==> src/rtl/dsc_pkg.sv <==
package dsc_pkg;

    typedef enum logic [2:0] {
        MD_EXT_RFSH   = 3'b000,
        MD_AUTO_RFSH  = 3'b001,
        MD_BURST_RFSH = 3'b010,
        MD_ALLROW_ACC = 3'b011,
        MD_EXT_ACC    = 3'b100,
        MD_AUTO_SLOW  = 3'b101,
        MD_AUTO_FAST  = 3'b110,
        MD_SET_EOC    = 3'b111
    } mode_e;

    function automatic logic is_refresh(mode_e m);
        return (m == MD_EXT_RFSH) || (m == MD_AUTO_RFSH) || (m == MD_BURST_RFSH);
    endfunction

    function automatic logic is_all_rows(mode_e m);
        return is_refresh(m) || (m == MD_ALLROW_ACC);
    endfunction

    function automatic logic is_inhibit_mode(mode_e m);
        return (m == MD_ALLROW_ACC) || (m == MD_EXT_ACC);
    endfunction

    function automatic logic is_auto_mode(mode_e m);
        return (m == MD_AUTO_SLOW) || (m == MD_AUTO_FAST);
    endfunction

endpackage

==> src/rtl/dsc_latch.sv <==
module dsc_latch #(
    parameter int W = 8
) (
    input  logic         clk,
    input  logic         rst,
    input  logic         stb,
    input  logic [W-1:0] d,
    output logic [W-1:0] q
);
    logic [W-1:0] hold;

    always_ff @(posedge clk) begin
        if (rst)
            hold <= '0;
        else if (stb)
            hold <= d;
    end

    assign q = stb ? d : hold;

    AST_LATCH_HOLD: assert property (@(posedge clk) disable iff (rst)
        !stb |=> $stable(hold));

endmodule

==> src/rtl/dsc_rfsh_ctr.sv <==
module dsc_rfsh_ctr #(
    parameter int W = 8
) (
    input  logic         clk,
    input  logic         rst,
    input  logic         active,
    input  logic         ras_in_n,
    output logic [W-1:0] count
);
    logic ras_prev;

    always_ff @(posedge clk) begin
        if (rst) begin
            ras_prev <= 1'b1;
            count    <= '0;
        end else begin
            ras_prev <= ras_in_n;
            if (active && !ras_prev && ras_in_n)
                count <= count + 1'b1;
        end
    end

    AST_CTR_IDLE: assert property (@(posedge clk) disable iff (rst)
        !active |=> $stable(count));

endmodule

==> src/rtl/dsc_strobe_gen.sv <==
module dsc_strobe_gen
    import dsc_pkg::*;
#(
    parameter int NBANK = 4,
    localparam int BANK_W = $clog2(NBANK)
) (
    input  logic              clk,
    input  logic              rst,
    input  mode_e             mode,
    input  logic              en,
    input  logic [BANK_W-1:0] bank,
    input  logic              ras_in_n,
    input  logic              rc_sel,
    input  logic              cas_in,
    input  logic              we_in_n,
    output logic [NBANK-1:0]  ras_n_o,
    output logic              cas_n_o,
    output logic              we_n_o
);
    logic [NBANK-1:0] bank_hit;
    logic [NBANK-1:0] ras_nx;
    logic             cas_nx;

    for (genvar g = 0; g < NBANK; g++) begin : g_dec
        assign bank_hit[g] = (bank == BANK_W'(g));
        always_comb begin
            if (!en || mode == MD_SET_EOC)
                ras_nx[g] = 1'b1;
            else if (is_all_rows(mode))
                ras_nx[g] = ras_in_n;
            else
                ras_nx[g] = bank_hit[g] ? ras_in_n : 1'b1;
        end
    end

    always_comb begin
        if (!en || is_refresh(mode) || mode == MD_SET_EOC)
            cas_nx = 1'b1;
        else if (is_inhibit_mode(mode))
            cas_nx = rc_sel | cas_in;
        else
            cas_nx = rc_sel;
    end

    always_ff @(posedge clk) begin
        if (rst) begin
            ras_n_o <= '1;
            cas_n_o <= 1'b1;
            we_n_o  <= 1'b1;
        end else begin
            ras_n_o <= ras_nx;
            cas_n_o <= cas_nx;
            we_n_o  <= en ? we_in_n : 1'b1;
        end
    end

    AST_RFSH_CAS_HIGH: assert property (@(posedge clk) disable iff (rst)
        is_refresh(mode) |=> cas_n_o);

    AST_RAS_ONE_BANK: assert property (@(posedge clk) disable iff (rst)
        !is_all_rows(mode) |=> ($countones(~ras_n_o) <= 1));

    AST_WE_COPY: assert property (@(posedge clk) disable iff (rst)
        en |=> (we_n_o == $past(we_in_n)));

    AST_IDLE_DESELECTED: assert property (@(posedge clk) disable iff (rst)
        !en |=> (&ras_n_o) && cas_n_o && we_n_o);

    AST_AUTO_IGNORES_CAS_IN: assert property (@(posedge clk) disable iff (rst)
        (en && is_auto_mode(mode)) |=> (cas_n_o == $past(rc_sel)));

endmodule

==> src/rtl/dram_strobe_ctrl.sv <==
module dram_strobe_ctrl
    import dsc_pkg::*;
#(
    parameter int ADDR_W = 8,
    parameter int NBANK = 4,
    localparam int BANK_W = $clog2(NBANK)
) (
    input  logic              clk,
    input  logic              rst,
    input  logic [2:0]        mode_sel,
    input  logic              addr_stb,
    input  logic [ADDR_W-1:0] row_in,
    input  logic [ADDR_W-1:0] col_in,
    input  logic [BANK_W-1:0] bank_in,
    input  logic              rc_sel,
    input  logic              ras_in_n,
    input  logic              cas_in,
    input  logic              we_in_n,
    input  logic              cs_n,
    output logic [ADDR_W-1:0] addr_o,
    output logic              addr_oe,
    output logic [NBANK-1:0]  ras_n_o,
    output logic              cas_n_o,
    output logic              we_n_o
);
    mode_e             mode;
    logic              rfsh;
    logic              en;
    logic [ADDR_W-1:0] row_q;
    logic [ADDR_W-1:0] col_q;
    logic [BANK_W-1:0] bank_q;
    logic [ADDR_W-1:0] rfsh_cnt;
    logic [ADDR_W-1:0] addr_nx;

    assign mode = mode_e'(mode_sel);
    assign rfsh = is_refresh(mode);
    assign en   = !cs_n || rfsh;

    dsc_latch #(.W(ADDR_W)) u_row (
        .clk(clk), .rst(rst), .stb(addr_stb), .d(row_in), .q(row_q));
    dsc_latch #(.W(ADDR_W)) u_col (
        .clk(clk), .rst(rst), .stb(addr_stb), .d(col_in), .q(col_q));
    dsc_latch #(.W(BANK_W)) u_bank (
        .clk(clk), .rst(rst), .stb(addr_stb), .d(bank_in), .q(bank_q));

    dsc_rfsh_ctr #(.W(ADDR_W)) u_ctr (
        .clk(clk), .rst(rst), .active(rfsh), .ras_in_n(ras_in_n), .count(rfsh_cnt));

    dsc_strobe_gen #(.NBANK(NBANK)) u_stb (
        .clk(clk), .rst(rst), .mode(mode), .en(en), .bank(bank_q),
        .ras_in_n(ras_in_n), .rc_sel(rc_sel), .cas_in(cas_in), .we_in_n(we_in_n),
        .ras_n_o(ras_n_o), .cas_n_o(cas_n_o), .we_n_o(we_n_o));

    always_comb begin
        if (!en)
            addr_nx = '0;
        else if (rfsh)
            addr_nx = rfsh_cnt;
        else if (rc_sel)
            addr_nx = row_q;
        else
            addr_nx = col_q;
    end

    always_ff @(posedge clk) begin
        if (rst) begin
            addr_o  <= '0;
            addr_oe <= 1'b0;
        end else begin
            addr_o  <= addr_nx;
            addr_oe <= en;
        end
    end

    AST_OE_TRACKS_SELECT: assert property (@(posedge clk) disable iff (rst)
        (cs_n && !rfsh) |=> !addr_oe && (addr_o == '0));

    AST_RFSH_KEEPS_ON: assert property (@(posedge clk) disable iff (rst)
        rfsh |=> addr_oe);

    AST_EOC_QUIET: assert property (@(posedge clk) disable iff (rst)
        (mode == MD_SET_EOC) |=> (&ras_n_o) && cas_n_o);

endmodule

==> config.mk <==
export PLATFORM = sky130hd
export DESIGN_NAME = dram_strobe_ctrl
export DESIGN_NICKNAME = d
export VERILOG_FILES = /design/src/rtl/dsc_pkg.sv /design/src/rtl/dsc_latch.sv /design/src/rtl/dsc_rfsh_ctr.sv /design/src/rtl/dsc_strobe_gen.sv /design/src/rtl/dram_strobe_ctrl.sv
export SDC_FILE = /design/constraint.sdc
export NUM_CORES = 1
export LEC_CHECK = 0
export BUFFER_PORTS_ARGS = -buffer_cell sky130_fd_sc_hd__buf_4
export CAP_MARGIN = 40
export CORE_MARGIN = 5
export CORE_UTILIZATION = 41
export DETAILED_ROUTE_END_ITERATION = 8
export PLACE_DENSITY = 0.64
export SYNTH_ARGS = -nofsm -noshare
export SYNTH_HDL_FRONTEND = slang
export SYNTH_HIERARCHICAL = 1
export SYNTH_SLANG_ARGS = --single-unit
==> constraint.sdc <==
create_clock -name clk -period 1.4 [get_ports clk]
set_input_delay 0.07 -clock clk [delete_from_list [all_inputs] [get_ports clk]]
set_output_delay 0.07 -clock clk [all_outputs]
set_load 0.02 [all_outputs]
[After elaboration in Yosys (flattened, before gate mapping)]
Index checks and enable logic that the tools add are counted.
W data, S select, Z words.
Word-level totals
  register bits after elaboration: 42
  bits of input ports: 29
  output and inout bits: 15
  word-level logic and storage cells: 53
Cells by class
  add/sub/neg operators: 1
  eq/ne operators: 8
  mux-type cells: 14
  bitwise gates (word level): 2
  reduce and logical (&&, ||, !) cells: 18
Operator list (count)
  $mux W8: 4
  $mux W1: 9
  $add A8 B1 Y8 const B: 1
  $logic_or A1 B1 Y1: 8
  $eq A3 B2 Y1 const B: 2
  $eq A3 B3 Y1 const B: 2
  $reduce_or A2 Y1: 3
  $eq A2 B2 Y1 const B: 2
  $eq A3 B1 Y1 const B: 1
  $logic_not A1 Y1: 3
  $logic_not A3 Y1: 1
  $eq A2 B1 Y1 const B: 1
  $logic_and A1 B1 Y1: 2
  $logic_not A2 Y1: 1
  $mux W2: 1
  $not A1 Y1: 1
  $or A1 B1 Y1: 1

[Longest topological paths before layout]
  depth after elaboration: 8
  mapped depth: 7
  mapped depth without buffers: 5

[Hierarchy]
The synthesis kept the hierarchy.
Modules (own cells, without submodules)
  dsc_latch at u_col ...: instances 2, cells an instance 25, area each 341.6 um^2, seq. area each 160.2 um^2
  dram_strobe_ctrl: instances 1, cells an instance 42, area each 449.2 um^2, seq. area each 180.2 um^2
  dsc_rfsh_ctr: instances 1, cells an instance 41, area each 395.4 um^2, seq. area each 180.2 um^2
  dsc_strobe_gen: instances 1, cells an instance 25, area each 232.7 um^2, seq. area each 120.1 um^2
  dsc_latch at u_bank: instances 1, cells an instance 6, area each 86.3 um^2, seq. area each 40.0 um^2

[Least setup slack after synthesis]
OpenSTA, ideal clock, no wires.
  path kind: input to register
  start point: input mode_sel[0]
  end point: register u_ctr.count[6]
  setup time: 70 ps
  arrival time: 1451 ps
  required time: 1330 ps
  path slack: -121 ps
  stages: 7
  path buffers: 2
  cell sequence: a21o_1 buf_6 buf_2 inv_1 nand4b_4 or4_1 a21oi_1
On the way
  cells in the longest elaborated chain, start to end: 5
  elaborated cells on any way between the ends: 7
  those cells by class: eq/ne: 2; reduce/logical: 5
RTL lines
  start: declaration: RTL line dram_strobe_ctrl.sv:10  | input logic [2:0] mode_sel,
  $eq A3 B1 Y1 or $logic_not A3 Y1 (tied branches): RTL line dsc_pkg.sv:15  | return (m == MD_EXT_RFSH) || (m == MD_AUTO_RFSH) || (m == MD_BURST_RFSH);
  $logic_or A1 B1 Y1: RTL line dsc_pkg.sv:15
  $logic_or A1 B1 Y1 *: RTL line dsc_pkg.sv:15
  named net rfsh: RTL line dram_strobe_ctrl.sv:27  | logic rfsh;
  $logic_and A1 B1 Y1 * (2 in a row): RTL line dsc_rfsh_ctr.sv:18  | if (active && !ras_prev && ras_in_n)
  end signal: assignment: RTL line dsc_rfsh_ctr.sv:19  | count <= count + 1'b1;
  end: declaration: RTL line dsc_rfsh_ctr.sv:8  | output logic [W-1:0] count
The timed path passes the listed nets; every way through them passes the cells marked *.
A chain may end at the register's enable or synchronous reset.

[Worst setup path in the final report]
  start point: register u_ctr.count[1]
  end point: register u_ctr.count[6]
On the way
  cells in the longest elaborated chain, start to end: 1
RTL lines (RTL line)
  $add A8 B1 Y8: dsc_rfsh_ctr.sv:19
Every way passes these cells.

==> summary.md <==
| Metric | Value |
|---|---|
| Final Power | 2.62 mW |
| Syn nets | about 190 |
| H-tree level count | 2 |
| Clk sinks | between 40 and 50 |
| Ant diodes | 0 |
| Tightest Hold Check Type | primary input to flop |
| YS warnings | 6 |
| Via density | just under 5 |
| Top-area cell type share of the netlist area | a little under half |
| Synth Flop Type | dfxtp_1 |
| Leak pwr | between 1 and 1.5 nW |
| Bufs and invs on worst path | 0 |
| Top-count cell post-synth | dfxtp_1 |
| Area contributors post-synth | dfxtp_1 46%, mux2_4 14%, nor2b_1 6.1%, a211oi_2 5.4%, mux2i_1 4.9% |
| Asr flop ratio synth | 0% |
| Largest net degree at the start of global routing | 19 |
| Final worst slack | 0.0667 ns |
| Pwr/cell area | around 1100 mW/mm^2 |
| Via count | about 1300 |
| # IOs | 44 |
| Clk pin slew, worst setup/hold paths | ~0.070 ns |
| CP Cell Sequence | ha_1, nand2_1, or4_1, a21oi_1 |
| Final setup viols | 0 |
| CTS root buf | clkbuf_8 |
| DRC viols | 0 |
| Core area | approximately 0.0044 mm^2 |
| Worst skew pair latency | ~0.29 ns |
| Worst endpoint required time | approximately 1.6 ns |
| Worst-case clock buffer depth | 2 |
| DP HPWL | 2.83 mm |
| CP top delay family | simple AND/OR/NAND/NOR gates |
| Status | completed |
| Syn Area/Cell | between 10 and 15 um^2 |
| Synth top cells by count | 42 x dfxtp_1, 18 x nor2b_1, 17 x mux2_4 |
| Hold violation count in the final report | 0 |
| Startpoint types | flop |
| WP data arrival | approximately 1.6 ns |
| First-pass DRT Iterations | 4 |
| Slowest cell on crit path | or4_1 |
| CTS tree | built |
| Tot GR Track Use | a little over an eighth |
| DR WL/cell | 14.7 um |
| Max Clock Freq | about 750 MHz |
| Chip width | just under 80 um |
| Chip height | 77.1 um |
| Normalized max-slew margin | between 70% and 80% |
| Hold Slack | 0.0354 ns |
| Max Slew Vio Count | 0 |
| IO Port Bufs | 43 |
| RSZ-0062 raised after global routing | no |
| Worst vdd ir | roughly 0.00067 V |
| Cell area after synthesis | between 0.0015 and 0.002 mm^2 |
| Initial cell density of the core | 42.4% |
| Final layout net count | 244 |
| Area growth syn-to-layout | 27.7% |
| Slew @ Worst Pin | about 0.41 ns |
| Final Wtd Congestion | 0.773 |
| Worst setup EP type | flop |
| Crit path time final | roughly 1.3 ns |
| Initial antenna violation count | 0 |
| Die footprint | 0.00595 mm^2 |
| DP Worst Slack | -0.0175 ns |
| Gate count of the mapped netlist | 164 |
| Post-synthesis sequential area ratio | 45.5% |
| Seq cells post-synth | 42 |
| Worst setup path class | flop to flop |
| Layout cells sized above 1 | 45.3% |
| Fraction of the cycle the final worst path needs | 95.2% |
| Number of DRC markers in iteration 0 | 59 |
| Rows | 24 |
| CTS buffer count | 5 |
| EDFF count, synth | 0 |
| Routed Antenna Nets | 0 |
| Max cap viols | 0 |
| Synth cell types | 33 |
| Vias in the first global route | roughly 1300 |
| Gr ovfl total | 0 |
| Crit Path Max Fanout | 5 |
| Largest area contributor in the netlist | dfxtp_1 |
| Final wirelength | between 3 and 4 mm |
| CP max stage delay | between 0.4 and 0.5 ns |
| First-pass GRT wire length | between 6 and 7 mm |
| Clock Skews | around 0.0019 ns |
## final timing paths
path | from | end | slack (ns) | cells after the start
worst max-delay path | u_ctr/count[1] | u_ctr/count[6] | 0.07 | 4
worst min-delay path | ras_in_n | u_ctr/ras_prev | 0.04 | 2
worst max register to register | u_ctr/count[1] | u_ctr/count[6] | 0.07 | 4
worst min register to register | u_ctr/count[7] | u_ctr/count[7] | 0.53 | 2
## placed cells by master (no fill, tap or decap)
cell type and n:
buf_4 49, dfxtp_1 38, nor2b_1 18, mux2_4 17, nor2_1 11, nand2_1 9, mux2i_1 9, a211oi_2 8
o21ai_0 7, clkbuf_8 6, a21oi_1 4, dfxtp_2 4, inv_1 3, or3_2 3, a21o_1 2, xor2_1 2
nand3b_1 2, o31ai_1 2, or2_2 2, inv_4 1, bufinv_16 1, dlygate4sd3_1 1, mux2_2 1, nor2b_4 1
nand4b_4 1, nand4b_1 1, or4_1 1, nand4_1 1, or4_4 1, a21oi_2 1, ha_1 1, nand2b_4 1
a311oi_1 1, nand2b_1 1, nor3b_1 1, o21ai_1 1, a211o_1 1
## routing by layer
layer  track usage [%]  up-vias  part of all wire, %  routed length (um)
met2              22.8       23                   50                1970
met1              15.9      617                   44                1740
met3              4.22        4                  4.4                 172
li1                  -      666                    -                   -
met4              4.64        0                 0.92                  36
met5                 0        -                    0                   0
## registers in the layout (all words and copies together) (netlist names)
register        count
u_stb/ras_n_o       4
addr_oe             1
u_col/hold          8
u_bank/hold         2
u_ctr/ras_prev      1
u_row/hold          8
u_ctr/count         8
u_stb/cas_n_o       1
u_stb/we_n_o        1
addr_o              8
## cell type report
cell class	count	area [um^2]
Clock buffer	6	82.6
Inverter	4	17.5
Clock inverter	1	30.0
Fill cell	382	2000
Tap cell	52	65.1
Sequential cell	42	846
Timing Repair Buffer	50	378
Multi-Input combinational cell	111	940
## where the power goes
part | internal, mW | switching [mW] | leakage [nW]
Combinational | 0.215 | 0.187 | 0.650
Sequential | 1.25 | 0.0161 | 0.347
Clock | 0.570 | 0.384 | 0.0573
Total | 2.04 | 0.587 | 1.05
## metrics by stage
step / TNS (ns) / area [um^2] / utilization, % / std cells
6_report: 0 / 2360 / 54.2 / 266
5_1_grt: 0 / 2360 / 54.2 / 266
4_1_cts: 0 / 2340 / 53.7 / 265
3_5_place_dp: -0.0175 / 2220 / 50.9 / 257
3_3_place_gp: 0 / 2220 / 50.9 / 257
2_1_floorplan: 0 / 1860 / - / 164
## what timing repair did
action / 4_1_cts / 5_1_grt
buffers inserted: 0 / 1
endpoints found under the hold margin: 1 / 0
gates resized for setup: 0 / 6
hold buffers: 1 / 0
setup endpoints to repair: 0 / 2
## cells by family after synthesis
group           synth area share [%]
simple gates                    18.0
fa+ha+maj                      0.677
buf+inv                         4.00
flops                           45.5
mux                             19.3
xor+xnor                       0.949
compound gates                  11.5
(Power assumes the default switching activity.)
